==> src/rtl/bport_pkg.sv <==
package bport_pkg;
  localparam int ADDR_W = 2;
  localparam logic [ADDR_W-1:0] REG_PORT = 2'd0;
  localparam logic [ADDR_W-1:0] REG_LAT  = 2'd1;
  localparam logic [ADDR_W-1:0] REG_DIR  = 2'd2;
  localparam logic [ADDR_W-1:0] REG_CFG  = 2'd3;

  typedef enum logic [1:0] {RD_PORT, RD_LAT, RD_DIR, RD_CFG} rdSel_e;

  typedef struct packed {
    logic   wrLat;
    logic   wrDir;
    logic   wrCfg;
    logic   selExt;
    logic   selPsp;
    rdSel_e rdSel;
  } strobe_t;
endpackage

==> src/rtl/bport_ctrl.sv <==
module bport_ctrl
  import bport_pkg::*;
(
  input  logic [ADDR_W-1:0] busAddr,
  input  logic              busWrEn,
  input  logic              extBusEn,
  input  logic              pspMode,
  output strobe_t           stb
);
  always_comb begin
    stb = '0;
    stb.selExt = extBusEn;
    stb.selPsp = pspMode & ~extBusEn;
    unique case (busAddr)
      REG_PORT: begin stb.wrLat = busWrEn; stb.rdSel = RD_PORT; end
      REG_LAT:  begin stb.wrLat = busWrEn; stb.rdSel = RD_LAT;  end
      REG_DIR:  begin stb.wrDir = busWrEn; stb.rdSel = RD_DIR;  end
      default:  begin stb.wrCfg = busWrEn; stb.rdSel = RD_CFG;  end
    endcase
  end
endmodule

==> src/rtl/bport_dpath.sv <==
module bport_dpath
  import bport_pkg::*;
#(
  parameter int WIDTH     = 8,
  parameter int SYNC_LEN  = 2
) (
  input  logic             clk,
  input  logic             rstN,
  input  strobe_t          stb,
  input  logic [WIDTH-1:0] busWrData,
  output logic [WIDTH-1:0] busRdData,
  input  logic [WIDTH-1:0] extOut,
  input  logic [WIDTH-1:0] extOe,
  input  logic [WIDTH-1:0] pspOut,
  input  logic [WIDTH-1:0] pspOe,
  input  logic [WIDTH-1:0] padIn,
  output logic [WIDTH-1:0] padOut,
  output logic [WIDTH-1:0] padOe,
  output logic [WIDTH-1:0] padPullupEn,
  output logic             ttlSel
);
  localparam int LAST = SYNC_LEN - 1;

  logic [WIDTH-1:0] latReg;
  logic [WIDTH-1:0] dirReg;
  logic             puEn;
  logic [WIDTH-1:0] syncStage [SYNC_LEN];

  always_ff @(posedge clk or negedge rstN) begin
    if (!rstN) begin
      latReg <= '0;
      dirReg <= '1;
      puEn   <= 1'b1;
    end else begin
      if (stb.wrLat) latReg <= busWrData;
      if (stb.wrDir) dirReg <= busWrData;
      if (stb.wrCfg) puEn   <= busWrData[0];
    end
  end

  genvar s;
  generate
    for (s = 0; s < SYNC_LEN; s++) begin : g_sync
      always_ff @(posedge clk or negedge rstN) begin
        if (!rstN) syncStage[s] <= '0;
        else if (s == 0) syncStage[s] <= padIn;
        else syncStage[s] <= syncStage[(s == 0) ? 0 : s-1];
      end
    end
  endgenerate

  always_comb begin
    if (stb.selExt) begin
      padOut = extOut;
      padOe  = extOe;
    end else if (stb.selPsp) begin
      padOut = pspOut;
      padOe  = pspOe;
    end else begin
      padOut = latReg;
      padOe  = ~dirReg;
    end
    padPullupEn = puEn ? ~padOe : '0;
    ttlSel      = stb.selPsp;
  end

  always_comb begin
    unique case (stb.rdSel)
      RD_PORT: busRdData = syncStage[LAST];
      RD_LAT:  busRdData = latReg;
      RD_DIR:  busRdData = dirReg;
      default: busRdData = {{(WIDTH-1){1'b0}}, puEn};
    endcase
  end
endmodule

==> src/rtl/bport.sv <==
module bport
  import bport_pkg::*;
#(
  parameter int WIDTH = 8
) (
  input  logic              clk,
  input  logic              rstN,
  input  logic [ADDR_W-1:0] busAddr,
  input  logic              busWrEn,
  input  logic [WIDTH-1:0]  busWrData,
  output logic [WIDTH-1:0]  busRdData,
  input  logic              extBusEn,
  input  logic [WIDTH-1:0]  extOut,
  input  logic [WIDTH-1:0]  extOe,
  input  logic              pspMode,
  input  logic [WIDTH-1:0]  pspOut,
  input  logic [WIDTH-1:0]  pspOe,
  input  logic [WIDTH-1:0]  padIn,
  output logic [WIDTH-1:0]  padOut,
  output logic [WIDTH-1:0]  padOe,
  output logic [WIDTH-1:0]  padPullupEn,
  output logic              ttlSel
);
  strobe_t stb;

  bport_ctrl u_ctrl (
    .busAddr  (busAddr),
    .busWrEn  (busWrEn),
    .extBusEn (extBusEn),
    .pspMode  (pspMode),
    .stb      (stb)
  );

  bport_dpath #(.WIDTH(WIDTH), .SYNC_LEN(2)) u_dpath (
    .clk         (clk),
    .rstN        (rstN),
    .stb         (stb),
    .busWrData   (busWrData),
    .busRdData   (busRdData),
    .extOut      (extOut),
    .extOe       (extOe),
    .pspOut      (pspOut),
    .pspOe       (pspOe),
    .padIn       (padIn),
    .padOut      (padOut),
    .padOe       (padOe),
    .padPullupEn (padPullupEn),
    .ttlSel      (ttlSel)
  );
endmodule

==> config.mk <==
export PLATFORM = sky130hd
export DESIGN_NAME = bport
export DESIGN_NICKNAME = d
export VERILOG_FILES = /design/src/rtl/bport_pkg.sv /design/src/rtl/bport_ctrl.sv /design/src/rtl/bport_dpath.sv /design/src/rtl/bport.sv
export SDC_FILE = /design/constraint.sdc
export NUM_CORES = 1
export LEC_CHECK = 0
export CORE_MARGIN = 2
export CORE_UTILIZATION = 50
export CTS_BUF_LIST = sky130_fd_sc_hd__clkbuf_8 sky130_fd_sc_hd__clkbuf_16
export CTS_CLUSTER_SIZE = 8
export DETAILED_ROUTE_END_ITERATION = 12
export DONT_BUFFER_PORTS = 1
export HOLD_SLACK_MARGIN = 0.03
export PLACE_DENSITY = 0.64
export SLEW_MARGIN = 10
export SYNTH_ARGS = -nofsm -noshare
export SYNTH_HDL_FRONTEND = slang
export SYNTH_SLANG_ARGS = --single-unit
==> constraint.sdc <==
create_clock -name clk -period 2.85 [get_ports clk]
set_clock_uncertainty 0.15 [all_clocks]
set_input_delay 0.4275 -clock clk [delete_from_list [all_inputs] [get_ports clk]]
set_output_delay 0.4275 -clock clk [all_outputs]
set_load 0.1 [all_outputs]
==> results_dict.tcl, run 1 <==
set metrics [dict create \
    holdCritPathClass "in2reg" \
    whs_endpoint "u_dpath.latReg[5]" \
    syn_inst 147 \
    finalCritPeriodShare_pct 89.8 \
    crit_path_max_incr_delay_ns 0.55 \
    place_inst 214 \
    crit_type "reg2out" \
    fillCellCount 248 \
    avgViaCountPerCell 5.67 \
    gp_congestion 0.774 \
    syn-num-nets 202 \
    worst_pin_slew_ns 0.842 \
    peakVddDrop_mv 0.580 \
    via_count 1316 \
    final_cell_mix "32 x buf_4, 24 x dfrtp_1, 15 x mux2i_1" \
    cts_tree "yes" \
    critPathSlowestCell "dfstp_2" \
    grt_max_degree 36 \
    final_common_cell "buf_4" \
    grt_use_total_pct 22.4 \
    post_cts_buffers 0 \
    cp.required_ns 2.27 \
    clkTransAtPathRegs_ns 0.07 \
    fmax_mhz 391 \
    clk_latency_ns 0.27 \
    antenna_cells 0 \
    worstSetupStartpointType "register" \
    cts-root-buf "clkbuf_8" \
    finalSetupViolations 0 \
    antenna_found_initial 0 \
    fin_cells 232 \
    wl_per_cell_um 18.1 \
    cp.arrival_ns 1.98 \
    holdPathStages 1 \
    ios 88 \
    drt-pass1-iter-count 4 \
    slew_headroom_pct 43.8 \
    cts_buffer_depth 2 \
    portBuffers 0 \
    status "finished clean" \
    drc 0 \
    grt_overflow 0 \
    power.density_mw_per_mm2 729 \
    async_flop_share_pct 100 \
    synth_ff_type "dfrtp_1" \
    reg2reg_to "u_dpath.latReg[1]" \
    htreeDepth 2 \
    cts-resized-gates 0 \
    leakagePower_nw 1.05 \
    crit_fanout 8 \
    hold_slack_ns 0.131 \
    worstPathBufferInverterCount 1 \
    syn-cell-area_mm2 0.00178 \
    slew_violations 0 \
    drtIter0Drc 64 \
    reg2reg_depth 1 \
    ant_nets 0 \
    end_kind "output port" \
    cap_violations 0 \
    numCtsBuffers 5 \
    rsz0062_at_grt "false" \
    hold_violations 0 \
    core_mm2 0.00336 \
    min_from "busWrData[5]" \
    drive_gt1_share_pct 45.2 \
    r2r_start "u_dpath.latReg[1]" \
    synth-seq-area-share_pct 47.1 \
    ys_seq_elements 33 \
    initial_core_util_pct 52.9 \
    area.growth.synth_to_final_pct 37.2 \
    finalNetCount 240 \
    reg2reg_slack_ns 1.87 \
    dieWidth_um 63.6 \
    std_cell_rows 21 \
    wirelength_um 4190 \
    path_cells "nand2b_1 > o32ai_4 > buf_4" \
    clock-sinks 33 \
    grt_pass1_wl_um 6870 \
    yosys_warnings 0 \
    synth_edf_count 0 \
    syn_area_per_cell_um2 12.1 \
    synth_cell_types 23 \
    cp_top_family "flip-flops" \
    dp_hpwl_um 3070 \
    die_h_um 63.6 \
    grt_pass1_vias 1399 \
    period_minus_slack_ns 2.56 \
    die_area_mm2 0.00405 \
]
[logic make-up (layout without fill, tap and decap cells)]
family                 count (synthesis)  count (layout)  synth area share (%)
buffers and inverters                 11              50                  5.00
and+or+nand+nor                       39              39                  12.2
DFF                                   33              33                  47.1
muxes                                 33              33                  22.2
AOI/OAI and AO/OA                     31              31                  13.6
[final cells by class]
class                   count  area [um^2]  area share, %
multi-input cells         103         1080           44.2
flip-flops and latches     33          837           34.3
repair buffers             42          350           14.4
clock buffers               6         82.6           3.38
well taps                  46         57.6           2.36
clock inverters             2         33.8           1.38
[repair_timing]
item                       in CTS  in global routing
hold buffers                   10                  0
setup endpoints to repair       0                  0
hold endpoints to repair       41                  0
[report_power, final]
group | leakage (nW) | switching (mW) | internal, mW
Sequential | 0.375 | 0.0454 | 0.541
Combinational | 0.613 | 0.546 | 0.210
Clock | 0.0626 | 0.157 | 0.281
Total | 1.05 | 0.748 | 1.03
[Yosys cell counts (2+ instances only)]
master,instances,share of area (%)
o31a_1,8,3.9
dfrtp_1,24,34
buf_6,4,2.5
nand2b_1,9,3.2
mux2i_1,15,8.4
buf_4,4,1.7
o2bb2ai_1,7,3.4
nand2_1,9,1.9
mux2_1,9,5.7
o21ai_1,2,0.56
buf_2,2,0.56
dfstp_2,9,13
nor2b_1,2,0.70
o32ai_1,8,3.9
mux2_4,8,6.8
o21ai_0,6,1.7
and2_1,8,2.8
nor2_1,8,1.7
[how the worst max path moves through the flow]
| stage | startpoint | end | slack [ns] | depth (start not counted) |
|---|---|---|---|---|
| after floorplan | u_dpath.puEn | padPullupEn[0] | -0.76 | 3 |
| after global placement | u_dpath.puEn | padPullupEn[7] | 0.62 | 3 |
| after detailed placement | u_dpath.puEn | padPullupEn[7] | 0.59 | 3 |
| after CTS | u_dpath.puEn | padPullupEn[7] | 0.26 | 3 |
| after global routing | u_dpath.puEn | padPullupEn[7] | 0.18 | 3 |
| final | u_dpath.puEn | padPullupEn[0] | 0.29 | 3 |
[stage by stage]
stage	setup WS (ns)	total power, mW	util [%]	setup TNS (ns)	area, um^2
after floorplan	-0.761	1.18	-	-3.04	1810
after global placement	0.616	1.32	65.8	0	2210
after detailed placement	0.587	1.33	65.8	0	2210
after CTS	0.264	1.79	72.5	0	2440
after global routing	0.181	1.85	72.5	0	2440
final	0.289	1.78	72.5	0	2440
[layer usage]
| layer | part of all wire (%) | GRT usage, % | vias to the layer above | routed length (um) |
|---|---|---|---|---|
| li1 | - | - | 617 | - |
| met1 | 40 | 25.6 | 628 | 1670 |
| met2 | 51 | 39.6 | 66 | 2150 |
| met3 | 7.6 | 6.25 | 5 | 317 |
| met4 | 1.5 | 8.15 | 0 | 61 |
| met5 | 0 | 0 | - | 0 |
[flip-flops by register name, indices dropped and copies added (netlist names)]
name / count
u_dpath.syncStage: 16
u_dpath.dirReg: 8
u_dpath.latReg: 8
u_dpath.puEn: 1
Power figures use the tool's default switching activity.
==> run 2, diff against run 1 <==
Settings changed: SETUP_SLACK_MARGIN set to 0.5, SLEW_MARGIN 10 to 20.
==> run 2 against run 1 <==
  * Final cell count unchanged
  * Via count decreased by 1.2%
  * Non-clock buffer count unchanged
  * Critical path type unchanged
==> results_dict.tcl, run 2 (synthesis results as in run 1) <==
set metrics [dict create \
    clk_latency_ns 0.28 \
    area.growth.synth_to_final_pct 38.4 \
    fin_cells 232 \
    worst_pin_slew_ns 0.857 \
    cap_violations 0 \
    antenna_cells 0 \
    avgViaCountPerCell 5.60 \
    die_area_mm2 0.00405 \
    power_mw 1.74 \
    gp_congestion 0.765 \
    combPwrFrac_pct 44.4 \
    via_count 1300 \
    ant_nets 0 \
    dp_hpwl_um 3060 \
    grt_overflow 0 \
    path_cells "nand2b_2 > o32ai_4 > buf_6" \
    place_inst 214 \
    wirelength_um 4050 \
    std_cell_rows 21 \
    cts_tree "yes" \
    post_cts_buffers 0 \
    p_sw_mw 0.755 \
    largestRegisters "u_dpath.syncStage x16, u_dpath.dirReg x8, u_dpath.latReg x8" \
    antenna_found_initial 0 \
    worstPathBufferInverterCount 1 \
    drive_gt1_share_pct 46.8 \
    cts_buffer_depth 2 \
    holdCritPathClass "in2reg" \
    setup_ws_ns 0.541 \
    hold_slack_ns 0.126 \
    end_kind "output port" \
    finalCritPeriodShare_pct 81.0 \
    dieWidth_um 63.6 \
    crit_path_max_incr_delay_ns 0.57 \
    finalNetCount 240 \
    grt_max_degree 36 \
    slew_violations 0 \
    cp.arrival_ns 1.73 \
    fmax_mhz 433 \
    multi_input_area_mm2 0.00108 \
    portBuffers 0 \
    grt_pass1_vias 1251 \
    final_cell_mix "24 x buf_4, 24 x dfrtp_1, 15 x mux2i_1" \
    cp.required_ns 2.27 \
    p_int_mw 0.980 \
    die_h_um 63.6 \
    fillCellCount 249 \
    status "finished clean" \
    seqPwrFrac_pct 33.9 \
    wl_per_cell_um 17.4 \
    setup_tns_ns 0 \
    power.density_mw_per_mm2 705 \
    clock-sinks 33 \
    largest_reg_flops 16 \
    peakVddDrop_mv 0.539 \
    htreeDepth 2 \
    finalSetupViolations 0 \
    fin_util_pct 73.1 \
    crit_fanout 8 \
    cp_top_family "flip-flops" \
    swShare_pct 43.5 \
    top_register "u_dpath.syncStage" \
    numCtsBuffers 5 \
    dpl-instance-area_mm2 0.00221 \
    critPathSlowestCell "dfstp_2" \
    drtIter0Drc 64 \
    worstSetupStartpointType "register" \
    period_minus_slack_ns 2.31 \
    drc 0 \
    initial_core_util_pct 52.9 \
    rsz0062_at_grt "true" \
    cts-root-buf "clkbuf_8" \
    core_mm2 0.00336 \
    drt-pass1-iter-count 4 \
    grt_pass1_wl_um 6520 \
    slew_headroom_pct 42.8 \
    seqCellArea_um2 837 \
    clkTransAtPathRegs_ns 0.07 \
    pre_cts_ws_ns 0.588 \
    crit_type "reg2out" \
    final_cell_area_mm2 0.00246 \
    ios 88 \
    grt_use_total_pct 21.1 \
    leakagePower_nw 1.05 \
    clkPwrFrac_pct 21.6 \
    hold_violations 0 \
]
## run 2: changes by cell type in the layout (fill, tap and decap cells not counted)
cell       change
bufinv_16      -1
nand2_1        -1
nand2b_1       -1
clkbuf_8       +1
nand2b_2       +1
clkinv_2       +1
buf_4          -8
nand2_2        +1
buf_6          +8
inv_1          -1
## run 2: cell type report
class	instances	area share, %
Sequential cell	33	34.0
Clock inverter	1	0.203
Tap cell	46	2.34
Clock buffer	7	3.92
Timing Repair Buffer	42	15.5
Multi-Input combinational cell	103	44.0
## run 2: power groups by stage
stage	registers [mW]	clock network, mW	logic [mW]
finish	0.588	0.376	0.771
floorplan	0.576	0	0.665
detailed placement	0.595	0	0.736
global placement	0.591	0	0.730
global route	0.597	0.405	0.799
CTS	0.588	0.387	0.760
## run 2: layer usage
layer	track usage, %	vias up	routed length [um]
met2	32.2	56	2030
met4	5.71	0	31
met1	28.7	627	1690
met5	0	-	0
li1	-	611	-
met3	7.32	6	291
## run 2: worst paths after layout
kind / from / end / slack (ns) / cells past startpoint
setup / recovery: u_dpath.puEn / padPullupEn[7] / 0.54 / 3
max in group asynchronous: rstN / u_dpath.dirReg[3] / 1.87 / 2
setup reg to reg: u_dpath.latReg[2] / u_dpath.latReg[2] / 1.89 / 1
hold / removal: busWrData[6] / u_dpath.latReg[6] / 0.13 / 1
min in group asynchronous: rstN / u_dpath.latReg[6] / 0.44 / 2
hold reg to reg: u_dpath.syncStage[10] / u_dpath.syncStage[2] / 0.19 / 0
## run 2: timing repair
action                                  in CTS  in global routing
resized for setup                            2                  8
pin swaps                                    0                  0
endpoints found under the hold margin       41                  0
cloned                                       0                  0
endpoints found under the setup margin       8                  8
hold buffers                                10                  0
==> run 3, diff against run 2 <==
Settings changed: PLACE_DENSITY 0.64 to 0.67.
Clock period 2.85 ns to 2.1 ns, I/O delays scaled along.
==> run 3 against run 2 <==
  * Final cell count grew 6.0%
  * Setup slack lost 0.48 ns
  * Utilization grew 18 points
  * Combinational power grew 76%
  * Non-clock buffer count grew 15
  * Sequential power grew 36%
  * Via count grew 14%
  * Sequential share of layout area shrank 6.6 points
  * Register-to-register slack lost 0.99 ns
  * Design area grew 24%
  * Global-route usage grew 2.6 points
  * Die area is the same
  * Largest cell class unchanged
  * Highest routed layer unchanged
==> results_dict.tcl, run 3 (synthesis results as in run 1) <==
set metrics [dict create \
    status "finished clean" \
    worstSetupStartpointType "register" \
    grt_overflow 0 \
    leakagePower_nw 1.24 \
    clkTransAtPathRegs_ns 0.06 \
    top_register "u_dpath.syncStage" \
    largest_reg_flops 16 \
    grt_max_degree 36 \
    portBuffers 0 \
    p_int_mw 1.49 \
    cts-root-buf "clkbuf_8" \
    grt_pass1_wl_um 7360 \
    final_common_cell "dfrtp_1" \
    setup_tns_ns 0 \
    initial_core_util_pct 52.9 \
    wirelength_um 5400 \
    fillCellCount 121 \
    cp.arrival_ns 1.57 \
    place_inst 203 \
    htreeDepth 2 \
    period_minus_slack_ns 2.04 \
    crit_type "reg2out" \
    cts_buffer_depth 2 \
    end_kind "output port" \
    antenna_found_initial 0 \
    clkPwrFrac_pct 17.5 \
    multi_input_area_mm2 0.00137 \
    drt-pass1-iter-count 4 \
    swShare_pct 43.1 \
    combPwrFrac_pct 51.9 \
    via_count 1478 \
    slew_violations 0 \
    wl_per_cell_um 21.9 \
    avgViaCountPerCell 6.01 \
    gp_congestion 0.758 \
    power.density_mw_per_mm2 860 \
    core_mm2 0.00336 \
    cts_tree "yes" \
    worst_pin_slew_ns 0.656 \
    drive_gt1_share_pct 59.5 \
    die_h_um 63.6 \
    seqCellArea_um2 837 \
    final_cell_mix "24 x dfrtp_1, 18 x dlygate4sd3_1, 15 x buf_12, 14 x buf_4, 12 x mux2i_2" \
    drtIter0Drc 61 \
    antenna_cells 0 \
    dieWidth_um 63.6 \
    slew_headroom_pct 56.2 \
    peakVddDrop_mv 0.683 \
    holdCritPathClass "in2reg" \
    numCtsBuffers 5 \
    clk_latency_ns 0.28 \
    power_mw 2.62 \
    std_cell_rows 21 \
    cp.required_ns 1.63 \
    cap_violations 0 \
    fin_cells 246 \
    ios 88 \
    seqPwrFrac_pct 30.6 \
    finalSetupViolations 0 \
    finalNetCount 255 \
    finalCritPeriodShare_pct 97.1 \
    grt_use_total_pct 23.7 \
    ant_nets 0 \
    fmax_mhz 491 \
    dp_hpwl_um 3080 \
    crit_fanout 8 \
    fin_util_pct 90.7 \
    p_sw_mw 1.13 \
    largestRegisters "u_dpath.syncStage x16, u_dpath.dirReg x8, u_dpath.latReg x8" \
    rsz0062_at_grt "true" \
    drc 0 \
    hold_violations 0 \
    grt_pass1_vias 1465 \
    area.growth.synth_to_final_pct 71.5 \
    die_area_mm2 0.00405 \
    clock-sinks 33 \
]
==> run 3: layer usage <==
layer	GRT usage, %	routed length (um)	up-vias
li1	-	-	646
met1	28.3	2180	750
met2	42.4	2730	72
met3	7.14	422	10
met4	4.35	63	0
met5	0	0	-
==> run 3: power groups by stage <==
stage                     registers (mW)  logic, mW  clock network, mW
after floorplan                    0.791      0.968                  0
after global placement             0.805       1.08                  0
after detailed placement           0.814       1.09                  0
after CTS                          0.784       1.25              0.461
after global routing               0.808       1.40              0.499
final                              0.801       1.36              0.460
==> run 3: layout make-up <==
class | instances | share of cell area (%)
Clock buffer | 6 | 2.71
Clock inverter | 1 | 0.123
Multi-Input combinational cell | 103 | 44.8
Sequential cell | 33 | 27.5
Tap cell | 46 | 1.89
Timing Repair Buffer | 57 | 23.0
==> run 3: path summary, 6_finish.rpt <==
kind / start / to / slack (ns) / cells past startpoint
max: u_dpath.puEn / padPullupEn[6] / 0.06 / 4
max reg2reg: u_dpath.dirReg[5] / u_dpath.dirReg[5] / 0.90 / 4
min reg2reg: u_dpath.syncStage[13] / u_dpath.syncStage[5] / 0.20 / 0
min in group asynchronous: rstN / u_dpath.syncStage[11] / 0.35 / 2
max in group asynchronous: rstN / u_dpath.dirReg[0] / 1.20 / 2
min: busWrData[3] / u_dpath.dirReg[3] / 0.04 / 1
==> run 3: per-stage QoR <==
step	worst slack (ns)	hold slack, ns	instance area (um^2)
6_report	0.0619	0.0369	3050
5_1_grt	0.0214	0.0248	3050
3_3_place_gp	0.345	-0.130	2390
2_1_floorplan	0.0336	-0.131	2190
4_1_cts	0.102	0.0307	2840
3_5_place_dp	0.327	-0.130	2390
==> run 3: what timing repair did <==
item | CTS | global route
buffers inserted | 12 | 5
resized for setup | 27 | 31
setup endpoints to repair | 32 | 32
hold buffers | 16 | 3
pin swaps | 14 | 18
endpoints found under the hold margin | 48 | 4
==> run 3: worst max-delay path, stage by stage (launching register included) <==
cell and delay, ns:
dfstp_2 0.57, nand2b_4 0.07, buf_12 0.15, o32ai_4 0.29, buf_12 0.21
